File: src/rtl/ecc_res_pkg.sv
package ecc_res_pkg;
  typedef enum logic [2:0] {
    RES_CLEAN   = 3'd0,
    RES_ERASED  = 3'd1,
    RES_UNCORR  = 3'd2,
    RES_CHKONLY = 3'd3,
    RES_FIXED   = 3'd4
  } res_t;

  typedef enum logic [1:0] {
    SQ_IDLE  = 2'd0,
    SQ_READ  = 2'd1,
    SQ_WRITE = 2'd2
  } seq_t;

  // status flag positions
  localparam int FLG_RECOV = 0;
  localparam int FLG_MULTI = 1;
  localparam int FLG_CHK   = 2;
  localparam int FLG_W     = 3;
endpackage

File: src/rtl/ecc_classify.sv
module ecc_classify
  import ecc_res_pkg::*;
#(
  parameter int ADDR_W   = 12,
  parameter int BOFS_W   = 4,
  parameter int NARROW_W = 8
) (
  input  logic [FLG_W-1:0]  flags,
  input  logic [ADDR_W-1:0] waddr,
  input  logic [BOFS_W-1:0] bofs,
  input  logic              wide,
  output res_t              verdict
);
  localparam int BOFS_EXT = 32 - BOFS_W;

  logic all_ones;
  logic narrow_oob;

  assign all_ones   = (&waddr) && (&bofs);
  assign narrow_oob = !wide && ({{BOFS_EXT{1'b0}}, bofs} >= NARROW_W);

  // priority: no error, multiple errors, check-byte error, range, fix
  always_comb begin
    if (!flags[FLG_RECOV])      verdict = RES_CLEAN;
    else if (flags[FLG_MULTI])  verdict = all_ones ? RES_ERASED : RES_UNCORR;
    else if (flags[FLG_CHK])    verdict = RES_CHKONLY;
    else if (narrow_oob)        verdict = RES_UNCORR;
    else                        verdict = RES_FIXED;
  end
endmodule

File: src/rtl/ecc_flip_mask.sv
module ecc_flip_mask #(
  parameter int DATA_W   = 16,
  parameter int NARROW_W = 8,
  parameter int BOFS_W   = 4
) (
  input  logic [BOFS_W-1:0] bofs,
  input  logic              wide,
  output logic [DATA_W-1:0] mask
);
  for (genvar i = 0; i < DATA_W; i++) begin : g_bit
    if (i < NARROW_W) begin : g_low
      assign mask[i] = (bofs == BOFS_W'(i));
    end else begin : g_high
      assign mask[i] = wide && (bofs == BOFS_W'(i));
    end
  end
endmodule

File: src/rtl/ecc_rmw_seq.sv
module ecc_rmw_seq
  import ecc_res_pkg::*;
#(
  parameter int ADDR_W = 12,
  parameter int BOFS_W = 4,
  parameter int DATA_W = 16
) (
  input  logic              clk,
  input  logic              rst_n,
  input  logic              start,
  input  res_t              verdict,
  input  logic [ADDR_W-1:0] waddr_in,
  input  logic [BOFS_W-1:0] bofs_in,
  input  logic              wide_in,
  input  logic [DATA_W-1:0] mask,
  output logic [BOFS_W-1:0] bofs_q,
  output logic              wide_q,
  output logic              mem_rd_en,
  output logic              mem_wr_en,
  output logic [ADDR_W-1:0] mem_addr,
  output logic [DATA_W-1:0] mem_wdata,
  input  logic [DATA_W-1:0] mem_rdata,
  output res_t              result,
  output logic [ADDR_W-1:0] word_addr,
  output logic              corr_count,
  output logic              done
);
  seq_t state;

  always_ff @(posedge clk) begin
    if (!rst_n) begin
      state      <= SQ_IDLE;
      result     <= RES_CLEAN;
      word_addr  <= '0;
      bofs_q     <= '0;
      wide_q     <= 1'b0;
      corr_count <= 1'b0;
      done       <= 1'b0;
    end else begin
      done <= 1'b0;
      unique case (state)
        SQ_IDLE: if (start) begin
          result     <= verdict;
          word_addr  <= waddr_in;
          bofs_q     <= bofs_in;
          wide_q     <= wide_in;
          corr_count <= 1'b0;
          if (verdict == RES_FIXED) state <= SQ_READ;
          else                      done  <= 1'b1;
        end
        SQ_READ:  state <= SQ_WRITE;
        SQ_WRITE: begin
          state      <= SQ_IDLE;
          done       <= 1'b1;
          corr_count <= 1'b1;
        end
        default:  state <= SQ_IDLE;
      endcase
    end
  end

  assign mem_rd_en = (state == SQ_READ);
  assign mem_wr_en = (state == SQ_WRITE);
  assign mem_addr  = word_addr;
  assign mem_wdata = mem_rdata ^ mask;

  a_r9_write_after_read: assert property (@(posedge clk) disable iff (!rst_n)
    mem_wr_en |-> $past(mem_rd_en));
  a_r9_read_then_write: assert property (@(posedge clk) disable iff (!rst_n)
    mem_rd_en |=> mem_wr_en);
  a_r9_done_after_write: assert property (@(posedge clk) disable iff (!rst_n)
    mem_wr_en |=> (done && corr_count));
  a_r10_addr_held: assert property (@(posedge clk) disable iff (!rst_n)
    mem_wr_en |-> $stable(mem_addr));
  a_r2_done_pulse: assert property (@(posedge clk) disable iff (!rst_n)
    done |=> !done);
  a_r6_single_flip: assert property (@(posedge clk) disable iff (!rst_n)
    mem_wr_en |-> ($countones(mem_wdata ^ mem_rdata) == 1));
  a_r8_count_only_fixed: assert property (@(posedge clk) disable iff (!rst_n)
    (done && corr_count) |-> (result == RES_FIXED));
  a_r9_no_overlap: assert property (@(posedge clk) disable iff (!rst_n)
    $onehot0({mem_rd_en, mem_wr_en}));
endmodule

File: src/rtl/ecc_verdict_unit.sv
module ecc_verdict_unit
  import ecc_res_pkg::*;
#(
  parameter int ADDR_W   = 12,
  parameter int BOFS_W   = 4,
  parameter int DATA_W   = 16,
  parameter int NARROW_W = 8
) (
  input  logic              clk,
  input  logic              rst_n,
  input  logic              start,
  input  logic [2:0]        status,
  input  logic [ADDR_W+BOFS_W-1:0] parity,
  input  logic              bus16,
  output logic              mem_rd_en,
  output logic              mem_wr_en,
  output logic [ADDR_W-1:0] mem_addr,
  output logic [DATA_W-1:0] mem_wdata,
  input  logic [DATA_W-1:0] mem_rdata,
  output logic [2:0]        result,
  output logic [ADDR_W-1:0] word_addr,
  output logic [BOFS_W-1:0] bit_addr,
  output logic              corr_count,
  output logic              done
);
  localparam int PAR_W = ADDR_W + BOFS_W;

  logic [ADDR_W-1:0] in_waddr;
  logic [BOFS_W-1:0] in_bofs;
  res_t              verdict;
  res_t              res_q;
  logic [BOFS_W-1:0] bofs_q;
  logic              wide_q;
  logic [DATA_W-1:0] mask;

  assign in_waddr = parity[PAR_W-1:BOFS_W];
  assign in_bofs  = parity[BOFS_W-1:0];

  ecc_classify #(.ADDR_W(ADDR_W), .BOFS_W(BOFS_W), .NARROW_W(NARROW_W)) u_cls (
    .flags(status), .waddr(in_waddr), .bofs(in_bofs), .wide(bus16), .verdict(verdict)
  );

  ecc_flip_mask #(.DATA_W(DATA_W), .NARROW_W(NARROW_W), .BOFS_W(BOFS_W)) u_mask (
    .bofs(bofs_q), .wide(wide_q), .mask(mask)
  );

  ecc_rmw_seq #(.ADDR_W(ADDR_W), .BOFS_W(BOFS_W), .DATA_W(DATA_W)) u_seq (
    .clk(clk), .rst_n(rst_n), .start(start), .verdict(verdict),
    .waddr_in(in_waddr), .bofs_in(in_bofs), .wide_in(bus16), .mask(mask),
    .bofs_q(bofs_q), .wide_q(wide_q),
    .mem_rd_en(mem_rd_en), .mem_wr_en(mem_wr_en), .mem_addr(mem_addr),
    .mem_wdata(mem_wdata), .mem_rdata(mem_rdata),
    .result(res_q), .word_addr(word_addr), .corr_count(corr_count), .done(done)
  );

  assign result   = res_q;
  assign bit_addr = bofs_q;

  // narrow-mode write keeps the upper bits of the read word
  a_r7_upper_kept: assert property (@(posedge clk) disable iff (!rst_n)
    (mem_wr_en && !wide_q) |-> (mem_wdata[DATA_W-1:NARROW_W] == mem_rdata[DATA_W-1:NARROW_W]));
endmodule

File: config.mk
export PLATFORM = sky130hd
export DESIGN_NAME = ecc_verdict_unit
export DESIGN_NICKNAME = d
export VERILOG_FILES = /design/src/rtl/ecc_res_pkg.sv /design/src/rtl/ecc_classify.sv /design/src/rtl/ecc_flip_mask.sv /design/src/rtl/ecc_rmw_seq.sv /design/src/rtl/ecc_verdict_unit.sv
export SDC_FILE = /design/constraint.sdc
export NUM_CORES = 1
export LEC_CHECK = 0
export BUFFER_PORTS_ARGS = -buffer_cell sky130_fd_sc_hd__buf_4
export CAP_MARGIN = 20
export CORE_MARGIN = 5
export CORE_UTILIZATION = 35
export DETAILED_ROUTE_END_ITERATION = 10
export PLACE_DENSITY = 0.72
export SLEW_MARGIN = 5
export SYNTH_ARGS = -nofsm -noshare
export SYNTH_HDL_FRONTEND = slang
export SYNTH_SLANG_ARGS = --single-unit
File: constraint.sdc
create_clock -name clk -period 1.3 [get_ports clk]
set_clock_uncertainty 0.15 [all_clocks]
set_input_delay 0.065 -clock clk [delete_from_list [all_inputs] [get_ports clk]]
set_output_delay 0.065 -clock clk [all_outputs]
set_load 0.01 [all_outputs]
==> results of run 1 <==
-- power by group through the flow --
stage	Clock (mW)	Combinational, mW	Sequential (mW)
2_1_floorplan	0	0.184	0.835
3_3_place_gp	0	0.454	0.822
3_5_place_dp	0	0.461	0.824
4_1_cts	0.393	0.577	0.811
5_1_grt	0.438	0.627	0.817
6_report	0.400	0.589	0.810
-- per-stage QoR --
step                utilization (%)  setup WS, ns  TNS (ns)  hold slack, ns
finish                         72.1        -0.373     -5.46          0.0334
global route                   72.1        -0.454     -7.51          0.0335
CTS                            70.7        -0.288     -5.71          0.0584
detailed placement             56.8      -0.00263  -0.00503           0.139
global placement               56.8        0.0235         0           0.135
floorplan                         -      -0.00321  -0.00321          0.0367
-- logic make-up (layout without fill, tap and decap cells) --
kind of cell / after synthesis / count (layout)
and+or+nand+nor: 42 / 42
buffers and inverters: 19 / 135
DFF: 24 / 24
AOI/OAI and AO/OA: 25 / 25
xor gates and xnor gates: 16 / 16
-- placed cells by master, fill, tap and decap left out, types with 2 or more instances in the layout --
cell,count
sky130_fd_sc_hd__nand4_1,3
sky130_fd_sc_hd__buf_6,10
sky130_fd_sc_hd__dfxtp_2,3
sky130_fd_sc_hd__nand2b_4,2
sky130_fd_sc_hd__nand2_1,3
sky130_fd_sc_hd__buf_12,3
sky130_fd_sc_hd__dfxtp_1,18
sky130_fd_sc_hd__dlygate4sd3_1,22
sky130_fd_sc_hd__nor2_2,5
sky130_fd_sc_hd__dfxtp_4,3
sky130_fd_sc_hd__nor2b_4,3
sky130_fd_sc_hd__buf_4,95
sky130_fd_sc_hd__clkbuf_4,3
sky130_fd_sc_hd__nor3_2,4
sky130_fd_sc_hd__nand2b_1,2
sky130_fd_sc_hd__nor3_4,2
sky130_fd_sc_hd__nor2_1,7
sky130_fd_sc_hd__a21o_1,2
sky130_fd_sc_hd__a22o_1,17
sky130_fd_sc_hd__xor2_1,16
sky130_fd_sc_hd__and2_1,2
-- area by class of cell --
type	count	share of cell area, %
sequential	24	20.7
tap	46	2.41
clock buffer	4	1.52
multi-input combinational	83	28.9
inverter	1	0.157
timing repair buffer	130	46.3
-- timing repair --
item                                    4_1_cts  5_1_grt
cloned                                        3        1
buffers inserted                              4        5
endpoints found under the setup margin       35       38
pin swaps                                    24       11
gates resized for setup                      27       22
hold endpoints to repair                     21        0
hold buffers                                 22        0
-- per-layer routing --
| layer | vias to the layer above | GRT usage (%) | routed length, µm | share of wire, % |
|---|---|---|---|---|
| li1 | 663 | - | - | - |
| met1 | 635 | 18.0 | 1590 | 36 |
| met2 | 66 | 37.9 | 2350 | 53 |
| met3 | 4 | 5.75 | 482 | 11 |
| met4 | 0 | 2.23 | 42 | 0.94 |
| met5 | - | 0 | 0 | 0 |
-- critical path: stages, from the launching register on --
cell                       delay, ns
sky130_fd_sc_hd__dfxtp_2        0.38
sky130_fd_sc_hd__nand3b_1       0.24
sky130_fd_sc_hd__nor3_2         0.16
sky130_fd_sc_hd__xor2_1         0.21
sky130_fd_sc_hd__buf_4          0.16
-- how the worst max path moves through the flow --
stage / start / end / slack, ns / cells past startpoint
floorplan: u_seq.bofs_q[1] / mem_wdata[4] / -0.003 / 4
global placement: u_seq.state[0] / u_seq.mem_addr[4] / 0.02 / 3
detailed placement: u_seq.state[0] / u_seq.mem_addr[11] / -0.003 / 3
CTS: u_seq.bofs_q[0] / mem_wdata[10] / -0.29 / 4
global route: u_seq.bofs_q[0] / mem_wdata[8] / -0.45 / 4
finish: u_seq.bofs_q[0] / mem_wdata[8] / -0.37 / 4
-- state kept, by name (all words and copies together), names as in the netlist --
register,cells
u_seq.wide_q,1
u_seq.result,3
u_seq.state,2
u_seq.corr_count,1
u_seq.mem_addr,12
u_seq.done,1
u_seq.bofs_q,4
==> impl_results.html, run 1 <==
<table>
<tr><th>Metric</th><th>Value</th></tr>
<tr><th colspan="2">STA</th></tr>
<tr><td>Relative slew slack</td><td>around four fifths</td></tr>
<tr><td>Fin crit period</td><td>around 1.7 ns</td></tr>
<tr><td>Final number of max-transition violations</td><td>0</td></tr>
<tr><td>Tcrit/Tclk final</td><td>129%</td></tr>
<tr><td>Unrepaired setup endpoints after global routing</td><td>yes</td></tr>
<tr><td>Setup slack of the critical path after layout</td><td>-0.373 ns</td></tr>
<tr><td>Count of endpoints failing setup in the final report</td><td>33</td></tr>
<tr><td>Highest Clock Rate</td><td>0.598 GHz</td></tr>
<tr><td>Worst slew pin tran</td><td>between 0.2 and 0.3 ns</td></tr>
<tr><td>Final-report hold violation count</td><td>0</td></tr>
<tr><th colspan="2">Logic synthesis</th></tr>
<tr><td>Post-Synthesis Cell Area</td><td>about 1200 µm²</td></tr>
<tr><td>Largest family of logic cells by synthesized area</td><td>simple AND/OR/NAND/NOR gates</td></tr>
<tr><td>Most repeated cell in the gate-level netlist after synthesis</td><td>sky130_fd_sc_hd__dfxtp_1</td></tr>
<tr><td>Most instantiated cells after synthesis</td><td>24 x sky130_fd_sc_hd__dfxtp_1, 17 x sky130_fd_sc_hd__a22o_1, 16 x sky130_fd_sc_hd__xor2_1</td></tr>
<tr><td>Cells after Synth</td><td>about 130</td></tr>
<tr><td>Top area cells in the synthesized netlist</td><td>sky130_fd_sc_hd__dfxtp_1 40%, sky130_fd_sc_hd__a22o_1 12%, sky130_fd_sc_hd__xor2_1 12%, sky130_fd_sc_hd__buf_4 8.2%, sky130_fd_sc_hd__nor2_1 3.8%</td></tr>
<tr><td>Flip-flop and latch count after synthesis</td><td>24</td></tr>
<tr><td>Synthesized area divided by synthesized cell count</td><td>approximately 9.5 µm²</td></tr>
<tr><td>Synth Area in Simple Gates</td><td>a little under 20%</td></tr>
<tr><td>Fraction of the mapped netlist area in compound gates</td><td>17.5%</td></tr>
<tr><td>Portion of the post-synthesis area used by sequential elements</td><td>40.3%</td></tr>
<tr><td>Most frequently used flop master after synthesis</td><td>sky130_fd_sc_hd__dfxtp_1</td></tr>
<tr><td>Share of Yosys cell area claimed by the top area cell type</td><td>between 40% and 50%</td></tr>
<tr><td>Leading area contributor after synthesis</td><td>sky130_fd_sc_hd__dfxtp_1</td></tr>
<tr><td>Number of synthesized flops with an enable pin</td><td>0</td></tr>
<tr><td>Total number of yosys warnings</td><td>0</td></tr>
<tr><td>Fraction of synthesized area in multiplexers</td><td>0%</td></tr>
<tr><td>Adder-Cell Fraction of Synth Area</td><td>0%</td></tr>
<tr><td>Xor/xnor cell area share of the yosys netlist</td><td>11.8%</td></tr>
<tr><td>Ys async rst share</td><td>0%</td></tr>
<tr><td>Number of nets produced by synthesis</td><td>around 170</td></tr>
<tr><td>Distinct cells, synth</td><td>28</td></tr>
<tr><th colspan="2">Global route</th></tr>
<tr><td>Largest net degree at the start of global routing</td><td>14</td></tr>
<tr><td>Global-route wire length before repair</td><td>about 6600 µm</td></tr>
<tr><td>Total global-route track usage</td><td>a little under a fifth</td></tr>
<tr><td>Number of global-route vias before repair</td><td>around 1400</td></tr>
<tr><td>Remaining global-route overflow</td><td>0</td></tr>
<tr><td>Initial antenna violation count</td><td>0</td></tr>
<tr><th colspan="2">Place</th></tr>
<tr><td>Number of input and output port buffers inserted</td><td>89</td></tr>
<tr><td>Half-perimeter wire length after detailed placement</td><td>3020 µm</td></tr>
<tr><td>Last weighted congestion value of the routability-driven placer</td><td>approximately 0.71</td></tr>
<tr><td>Post-placement cell count</td><td>between 200 and 300</td></tr>
<tr><td>Dpl cell area</td><td>around 1900 µm²</td></tr>
<tr><th colspan="2">Worst hold path</th></tr>
<tr><td>Hold-critical path depth</td><td>4</td></tr>
<tr><td>Hold Path Origin</td><td>status[1]</td></tr>
<tr><td>Endpoint of the worst hold-timing path</td><td>u_seq.state[0]</td></tr>
<tr><td>Class of the most critical hold timing path</td><td>in -&gt; reg</td></tr>
<tr><th colspan="2">Worst setup path</th></tr>
<tr><td>Beginning of the worst register-to-register path</td><td>u_seq.state[0]</td></tr>
<tr><td>Capture instance of the worst register-to-register path</td><td>u_seq.bofs_q[2]</td></tr>
<tr><td>Path type of the worst setup path</td><td>reg -&gt; out</td></tr>
<tr><td>Critical path arrival</td><td>1.46 ns</td></tr>
<tr><td>Logic depth of the worst register-to-register path</td><td>4</td></tr>
<tr><td>Required time of the critical path</td><td>1.09 ns</td></tr>
<tr><td>Type of destination of the critical path</td><td>output pin</td></tr>
<tr><td>Worst Setup Start Kind</td><td>register</td></tr>
<tr><td>Reg2Reg Setup Slack</td><td>-0.09 ns</td></tr>
<tr><td>Top fanout value on the critical path</td><td>6</td></tr>
<tr><th colspan="2">CTS</th></tr>
<tr><td>Buffer depth of the longest clock path</td><td>2</td></tr>
<tr><td>Clock tree from TritonCTS</td><td>done</td></tr>
<tr><td>Buffer cell driving the clock tree root</td><td>sky130_fd_sc_hd__clkbuf_4</td></tr>
<tr><td>Number of H-tree levels</td><td>1</td></tr>
<tr><td>Number of buffers inserted during clock tree synthesis</td><td>3</td></tr>
<tr><td>Clock Latency Late Sink</td><td>0.31 ns</td></tr>
<tr><td>Post-CTS clock slew at the launch and capture registers of the worst setup and hold paths</td><td>approximately 0.14 ns</td></tr>
<tr><td>Sink Count</td><td>24</td></tr>
<tr><th colspan="2">Routing</th></tr>
<tr><td>Average detailed-routed wire length per instance</td><td>around 16 µm</td></tr>
<tr><td>Number of detailed-route iterations in the first pass</td><td>4</td></tr>
<tr><td>Total wire length after detailed routing</td><td>around 4500 µm</td></tr>
<tr><td>Vias</td><td>approximately 1400</td></tr>
<tr><td>Post-route DRC violation count</td><td>0</td></tr>
<tr><td>Residual antenna-violating net count after detailed routing</td><td>0</td></tr>
<tr><td>Iteration-0 DRC Markers</td><td>36</td></tr>
<tr><td>Via density per instance</td><td>between 4 and 5</td></tr>
<tr><th colspan="2">Layout</th></tr>
<tr><td>Share of post-route cells with drive strength above 1</td><td>between 50% and 60%</td></tr>
<tr><td>Count of antenna diodes in the layout</td><td>0</td></tr>
<tr><td>Total of fill cells in the finished design</td><td>270</td></tr>
<tr><td>Area of combinational cells with multiple inputs</td><td>approximately 690 µm²</td></tr>
<tr><td>Post-route standard cell area excluding fillers</td><td>2390 µm²</td></tr>
<tr><td>Area added between synthesis and finish</td><td>100%</td></tr>
<tr><td>Non-filler instance count after layout</td><td>between 200 and 300</td></tr>
<tr><td>Register Area</td><td>495 µm²</td></tr>
<tr><td>Post-layout net count</td><td>282</td></tr>
<tr><th colspan="2">Power and ir drop</th></tr>
<tr><td>Sw frac</td><td>between 20% and 30%</td></tr>
<tr><td>Internal Power</td><td>about 1.3 mW</td></tr>
<tr><td>Part of the power in registers</td><td>between 40 and 50%</td></tr>
<tr><td>Share of power burned in combinational logic</td><td>about a third</td></tr>
<tr><td>P_leak</td><td>1.16 nW</td></tr>
<tr><td>Clock power share</td><td>about 22%</td></tr>
<tr><td>Total power</td><td>~1.8 mW</td></tr>
<tr><td>IR drop worst, VDD</td><td>around 0.47 mV</td></tr>
<tr><td>Pwr per Cell Area</td><td>roughly 750 nW/µm²</td></tr>
<tr><td>Switching power total</td><td>approximately 500 µW</td></tr>
<tr><th colspan="2">Run status</th></tr>
<tr><td>Run status</td><td>finished, violations left</td></tr>
<tr><td>Violated checks</td><td>setup timing</td></tr>
<tr><th colspan="2">Die</th></tr>
<tr><td>Initial cell density of the core</td><td>~36%</td></tr>
<tr><td>Horizontal die dimension</td><td>68.4 µm</td></tr>
<tr><td>Die extent in y</td><td>between 60 and 70 µm</td></tr>
<tr><td>Total Die Area</td><td>4670 µm²</td></tr>
<tr><td>Cell Rows</td><td>21</td></tr>
<tr><td>Area of the placeable core</td><td>3310 µm²</td></tr>
<tr><td>I/O pin count</td><td>90</td></tr>
<tr><th colspan="2">Job</th></tr>
<tr><td>Maxcap violations</td><td>0</td></tr>
</table>
(Power assumes the default switching activity.)
==> run 2: changes to the inputs <==
Settings changed: ABC_AREA from default to 1, CORE_ASPECT_RATIO from default to 0.9, CORE_UTILIZATION 35 to 37, PLACE_DENSITY 0.72 to 0.74.
==> run 2 against run 1 <==
  * The run ends with hold timing, setup timing left
  * Via count increased by 7.5%
  * Register-to-register slack better by 0.19 ns
  * Non-clock buffer count down 19
  * Largest power group unchanged
==> impl_results.html, run 2 <==
<table>
<tr><th>Metric</th><th>Value</th></tr>
<tr><th colspan="2">Run status</th></tr>
<tr><td>Run status</td><td>finished, violations left</td></tr>
<tr><td>Violated checks</td><td>hold timing, setup timing</td></tr>
<tr><th colspan="2">Logic synthesis</th></tr>
<tr><td>Total number of yosys warnings</td><td>0 (unchanged)</td></tr>
<tr><td>Number of synthesized flops with an enable pin</td><td>0 (unchanged)</td></tr>
<tr><td>Most frequently used flop master after synthesis</td><td>sky130_fd_sc_hd__dfxtp_1</td></tr>
<tr><td>Ys async rst share</td><td>0% (unchanged)</td></tr>
<tr><td>Portion of the post-synthesis area used by sequential elements</td><td>36.5% (-3.8 points)</td></tr>
<tr><td>Share of Yosys cell area claimed by the top area cell type</td><td>36.5% (-3.8 points)</td></tr>
<tr><td>Flip-flop and latch count after synthesis</td><td>24 (unchanged)</td></tr>
<tr><td>Synthesized area divided by synthesized cell count</td><td>7.20 µm² (-24%)</td></tr>
<tr><td>Number of nets produced by synthesis</td><td>222 (+35%)</td></tr>
<tr><td>Distinct cells, synth</td><td>24 (-14%)</td></tr>
<tr><td>Top area cells in the synthesized netlist</td><td>sky130_fd_sc_hd__dfxtp_1 36%, sky130_fd_sc_hd__nand2_1 17%, sky130_fd_sc_hd__buf_4 6.8%, sky130_fd_sc_hd__nor2_1 6.3%, sky130_fd_sc_hd__nand3_1 6.1%</td></tr>
<tr><td>Post-Synthesis Cell Area</td><td>1320 µm² (+10%)</td></tr>
<tr><td>Most repeated cell in the gate-level netlist after synthesis</td><td>sky130_fd_sc_hd__nand2_1</td></tr>
<tr><td>Cells after Synth</td><td>183 (+45%)</td></tr>
<tr><td>Most instantiated cells after synthesis</td><td>59 x sky130_fd_sc_hd__nand2_1, 24 x sky130_fd_sc_hd__dfxtp_1, 22 x sky130_fd_sc_hd__nor2_1</td></tr>
<tr><td>Leading area contributor after synthesis</td><td>sky130_fd_sc_hd__dfxtp_1</td></tr>
<tr><th colspan="2">Routing</th></tr>
<tr><td>Number of detailed-route iterations in the first pass</td><td>4 (unchanged)</td></tr>
<tr><td>Residual antenna-violating net count after detailed routing</td><td>0 (unchanged)</td></tr>
<tr><td>Iteration-0 DRC Markers</td><td>57 (+58%)</td></tr>
<tr><td>Via density per instance</td><td>4.51 (-5.1%)</td></tr>
<tr><td>Total wire length after detailed routing</td><td>4030 µm (-9.9%)</td></tr>
<tr><td>Post-route DRC violation count</td><td>0 (unchanged)</td></tr>
<tr><td>Vias</td><td>1470 (+7.5%)</td></tr>
<tr><td>Average detailed-routed wire length per instance</td><td>12.4 µm (-20%)</td></tr>
<tr><th colspan="2">Power and ir drop</th></tr>
<tr><td>P_leak</td><td>1.15 nW (-0.98%)</td></tr>
<tr><td>Clock power share</td><td>32.7% (+11 points)</td></tr>
<tr><td>Sw frac</td><td>26.4% (-1.5 points)</td></tr>
<tr><td>IR drop worst, VDD</td><td>0.593 mV (+25%)</td></tr>
<tr><td>Switching power total</td><td>532 µW (+6.1%)</td></tr>
<tr><td>Total power</td><td>2.02 mW (+12%)</td></tr>
<tr><td>Pwr per Cell Area</td><td>876 nW/µm² (+16%)</td></tr>
<tr><td>Internal Power</td><td>1.49 mW (+14%)</td></tr>
<tr><td>Part of the power in registers</td><td>40.2% (-4.8 points)</td></tr>
<tr><td>Share of power burned in combinational logic</td><td>27.2% (-5.5 points)</td></tr>
<tr><th colspan="2">Place</th></tr>
<tr><td>Post-placement cell count</td><td>301 (+19%)</td></tr>
<tr><td>Dpl cell area</td><td>1930 µm² (+2.7%)</td></tr>
<tr><td>Half-perimeter wire length after detailed placement</td><td>2910 µm (-3.6%)</td></tr>
<tr><td>Last weighted congestion value of the routability-driven placer</td><td>0.762 (+8.0%)</td></tr>
<tr><td>Number of input and output port buffers inserted</td><td>89 (unchanged)</td></tr>
<tr><td>Worst slack at placement</td><td>0.0143 ns (+0.0169 ns)</td></tr>
<tr><th colspan="2">Global route</th></tr>
<tr><td>Met2 demand-to-capacity share in global routing</td><td>28.0% (-9.9 points)</td></tr>
<tr><td>Initial antenna violation count</td><td>0 (unchanged)</td></tr>
<tr><td>Remaining global-route overflow</td><td>0 (unchanged)</td></tr>
<tr><td>Global routing usage on met1</td><td>19.0% (+1.0 points)</td></tr>
<tr><td>Total global-route track usage</td><td>16.1% (-2.4 points)</td></tr>
<tr><td>Routing usage on met3</td><td>3.77% (-2.0 points)</td></tr>
<tr><td>Largest net degree at the start of global routing</td><td>21 (+7)</td></tr>
<tr><td>Number of global-route vias before repair</td><td>1389 (-1.6%)</td></tr>
<tr><td>Global-route wire length before repair</td><td>6160 µm (-6.1%)</td></tr>
<tr><td>Gr busiest metal</td><td>met2</td></tr>
<tr><th colspan="2">Layout</th></tr>
<tr><td>Post-route standard cell area excluding fillers</td><td>2300 µm² (-3.6%)</td></tr>
<tr><td>Most common cell after layout, fill and taps aside</td><td>sky130_fd_sc_hd__buf_4</td></tr>
<tr><td>Non-filler instance count after layout</td><td>326 (+13%)</td></tr>
<tr><td>Post-Route Utilization</td><td>67.6% (-4.5 points)</td></tr>
<tr><td>Top library cells by usage in the layout, fill and taps aside</td><td>91 x sky130_fd_sc_hd__buf_4, 55 x sky130_fd_sc_hd__nand2_1, 19 x sky130_fd_sc_hd__dlygate4sd3_1, 19 x sky130_fd_sc_hd__dfxtp_1, 16 x sky130_fd_sc_hd__nand3_1</td></tr>
<tr><td>Flip-flop count of the largest register, all copies and words added</td><td>12 (unchanged)</td></tr>
<tr><td>Share of post-route cells with drive strength above 1</td><td>47.2% (-11 points)</td></tr>
<tr><td>Count of antenna diodes in the layout</td><td>0 (unchanged)</td></tr>
<tr><td>Post-layout net count</td><td>322 (+14%)</td></tr>
<tr><td>Area added between synthesis and finish</td><td>74.7%</td></tr>
<tr><td>Total of fill cells in the finished design</td><td>301 (+11%)</td></tr>
<tr><th colspan="2">Worst setup path</th></tr>
<tr><td>Path type of the worst setup path</td><td>reg -&gt; out</td></tr>
<tr><td>Critical Path Start</td><td>u_seq.bofs_q[3]</td></tr>
<tr><td>Critical path arrival</td><td>1.30 ns (-0.16 ns)</td></tr>
<tr><td>Worst Setup Start Kind</td><td>register</td></tr>
<tr><td>Top fanout value on the critical path</td><td>4 (-2)</td></tr>
<tr><td>Beginning of the worst register-to-register path</td><td>u_seq.state[0]</td></tr>
<tr><td>Type of destination of the critical path</td><td>output pin</td></tr>
<tr><td>Required time of the critical path</td><td>1.09 ns (about the same)</td></tr>
<tr><th colspan="2">Die</th></tr>
<tr><td>Area of the placeable core</td><td>3400 µm² (+2.8%)</td></tr>
<tr><td>Die extent in y</td><td>66.6 µm (-2.6%)</td></tr>
<tr><td>Initial cell density of the core</td><td>38.7% (+2.7 points)</td></tr>
<tr><td>Horizontal die dimension</td><td>72.9 µm (+6.6%)</td></tr>
<tr><td>Cell Rows</td><td>20 (-4.8%)</td></tr>
<tr><td>Total Die Area</td><td>4860 µm² (+3.9%)</td></tr>
<tr><td>I/O pin count</td><td>90 (unchanged)</td></tr>
<tr><th colspan="2">CTS</th></tr>
<tr><td>Number of H-tree levels</td><td>1 (unchanged)</td></tr>
<tr><td>Buffer cell driving the clock tree root</td><td>sky130_fd_sc_hd__clkbuf_8</td></tr>
<tr><td>Sink Count</td><td>24 (unchanged)</td></tr>
<tr><td>Post-CTS clock slew at the launch and capture registers of the worst setup and hold paths</td><td>0.09 ns (-0.05 ns)</td></tr>
<tr><td>Clock tree from TritonCTS</td><td>done</td></tr>
<tr><td>Number of buffers inserted during clock tree synthesis</td><td>3 (unchanged)</td></tr>
<tr><td>Clock Latency Late Sink</td><td>0.26 ns (-0.05 ns)</td></tr>
<tr><td>Buffer depth of the longest clock path</td><td>2 (unchanged)</td></tr>
<tr><th colspan="2">STA</th></tr>
<tr><td>Highest Clock Rate</td><td>0.659 GHz (+10%)</td></tr>
<tr><td>Tcrit/Tclk final</td><td>117% (-12 points)</td></tr>
<tr><td>Final number of max-transition violations</td><td>0 (unchanged)</td></tr>
<tr><td>Worst slew pin tran</td><td>0.237 ns (-0.0477 ns)</td></tr>
<tr><td>Setup slack of the critical path after layout</td><td>-0.218 ns (+0.155 ns)</td></tr>
<tr><td>Unrepaired setup endpoints after global routing</td><td>yes</td></tr>
<tr><td>Count of endpoints failing setup in the final report</td><td>16 (-52%)</td></tr>
<tr><td>Fin crit period</td><td>1.52 ns (-0.155 ns)</td></tr>
<tr><td>WHS</td><td>-0.00460 ns (-0.0380 ns)</td></tr>
<tr><td>Summed negative setup slack over all endpoints</td><td>-2.62 ns (+2.84 ns)</td></tr>
<tr><td>Relative slew slack</td><td>84.2% (+3.3 points)</td></tr>
<tr><td>Final-report hold violation count</td><td>1 (+1)</td></tr>
<tr><th colspan="2">Worst hold path</th></tr>
<tr><td>Class of the most critical hold timing path</td><td>in -&gt; reg</td></tr>
<tr><td>Hold Path Origin</td><td>status[2]</td></tr>
<tr><th colspan="2">Job</th></tr>
<tr><td>Maxcap violations</td><td>0 (unchanged)</td></tr>
</table>
[run 2: cell count changes after synthesis, moves of 4 or more]
| cell | before | now |
|---|---|---|
| sky130_fd_sc_hd__o21ai_0 | 0 | 4 |
| sky130_fd_sc_hd__nor3_1 | 7 | 1 |
| sky130_fd_sc_hd__xor2_1 | 16 | 8 |
| sky130_fd_sc_hd__inv_1 | 1 | 12 |
| sky130_fd_sc_hd__nor2_1 | 12 | 22 |
| sky130_fd_sc_hd__nand3_1 | 2 | 16 |
| sky130_fd_sc_hd__xnor2_1 | 0 | 8 |
| sky130_fd_sc_hd__nand2_1 | 3 | 59 |
| sky130_fd_sc_hd__nand2b_1 | 4 | 0 |
| sky130_fd_sc_hd__a22o_1 | 17 | 0 |
[run 2: cell families after synthesis]
family	synth area share [%]
and+or+nand+nor	34.9
DFF	36.5
AOI/OAI and AO/OA	3.32
xor gates and xnor gates	10.6
buffers and inverters	14.6
[run 2: worst max-delay path: stages, from the launching register on]
cell and delay [ns]:
sky130_fd_sc_hd__dfxtp_4 0.39, sky130_fd_sc_hd__buf_4 0.11, sky130_fd_sc_hd__nand3_2 0.13, sky130_fd_sc_hd__nor2_2 0.13, sky130_fd_sc_hd__xor2_1 0.15, sky130_fd_sc_hd__buf_4 0.14
[run 2: metal layers]
layer	vias up	share of wire, %
met3	6	8.3
met2	54	50
li1	754	-
met5	-	0
met4	0	2.1
met1	656	39
[run 2: cell type report]
class	count	area [µm²]	area share [%]
well taps	44	55.1	2.39
repair buffers	111	893	38.8
multi-input cells	128	712	30.9
clock inverters	1	30.0	1.30
flip-flops and latches	24	497	21.6
clock buffers	3	41.3	1.79
inverters	15	73.8	3.21
[run 2: power by group through the flow]
stage / Sequential, mW / Combinational [mW] / Clock, mW
3_3_place_gp: 0.821 / 0.467 / 0
5_1_grt: 0.818 / 0.594 / 0.710
4_1_cts: 0.807 / 0.528 / 0.669
2_1_floorplan: 0.836 / 0.212 / 0
3_5_place_dp: 0.823 / 0.472 / 0
6_report: 0.810 / 0.548 / 0.659
[run 2: what timing repair did]
action	in CTS	in global routing
buffers inserted	2	0
pin swaps	4	13
resized for setup	9	31
hold endpoints to repair	22	0
hold buffers	19	0
endpoints found under the setup margin	16	22
[run 2: path summary, 6_finish.rpt]
path / endpoint / slack (ns) / cells after the start
min reg2reg: u_seq.result[1] / 0.31 / 2
max reg2reg: u_seq.result[1] / 0.10 / 7
max: mem_wdata[15] / -0.22 / 5
min: u_seq.result[0] / -0.005 / 5
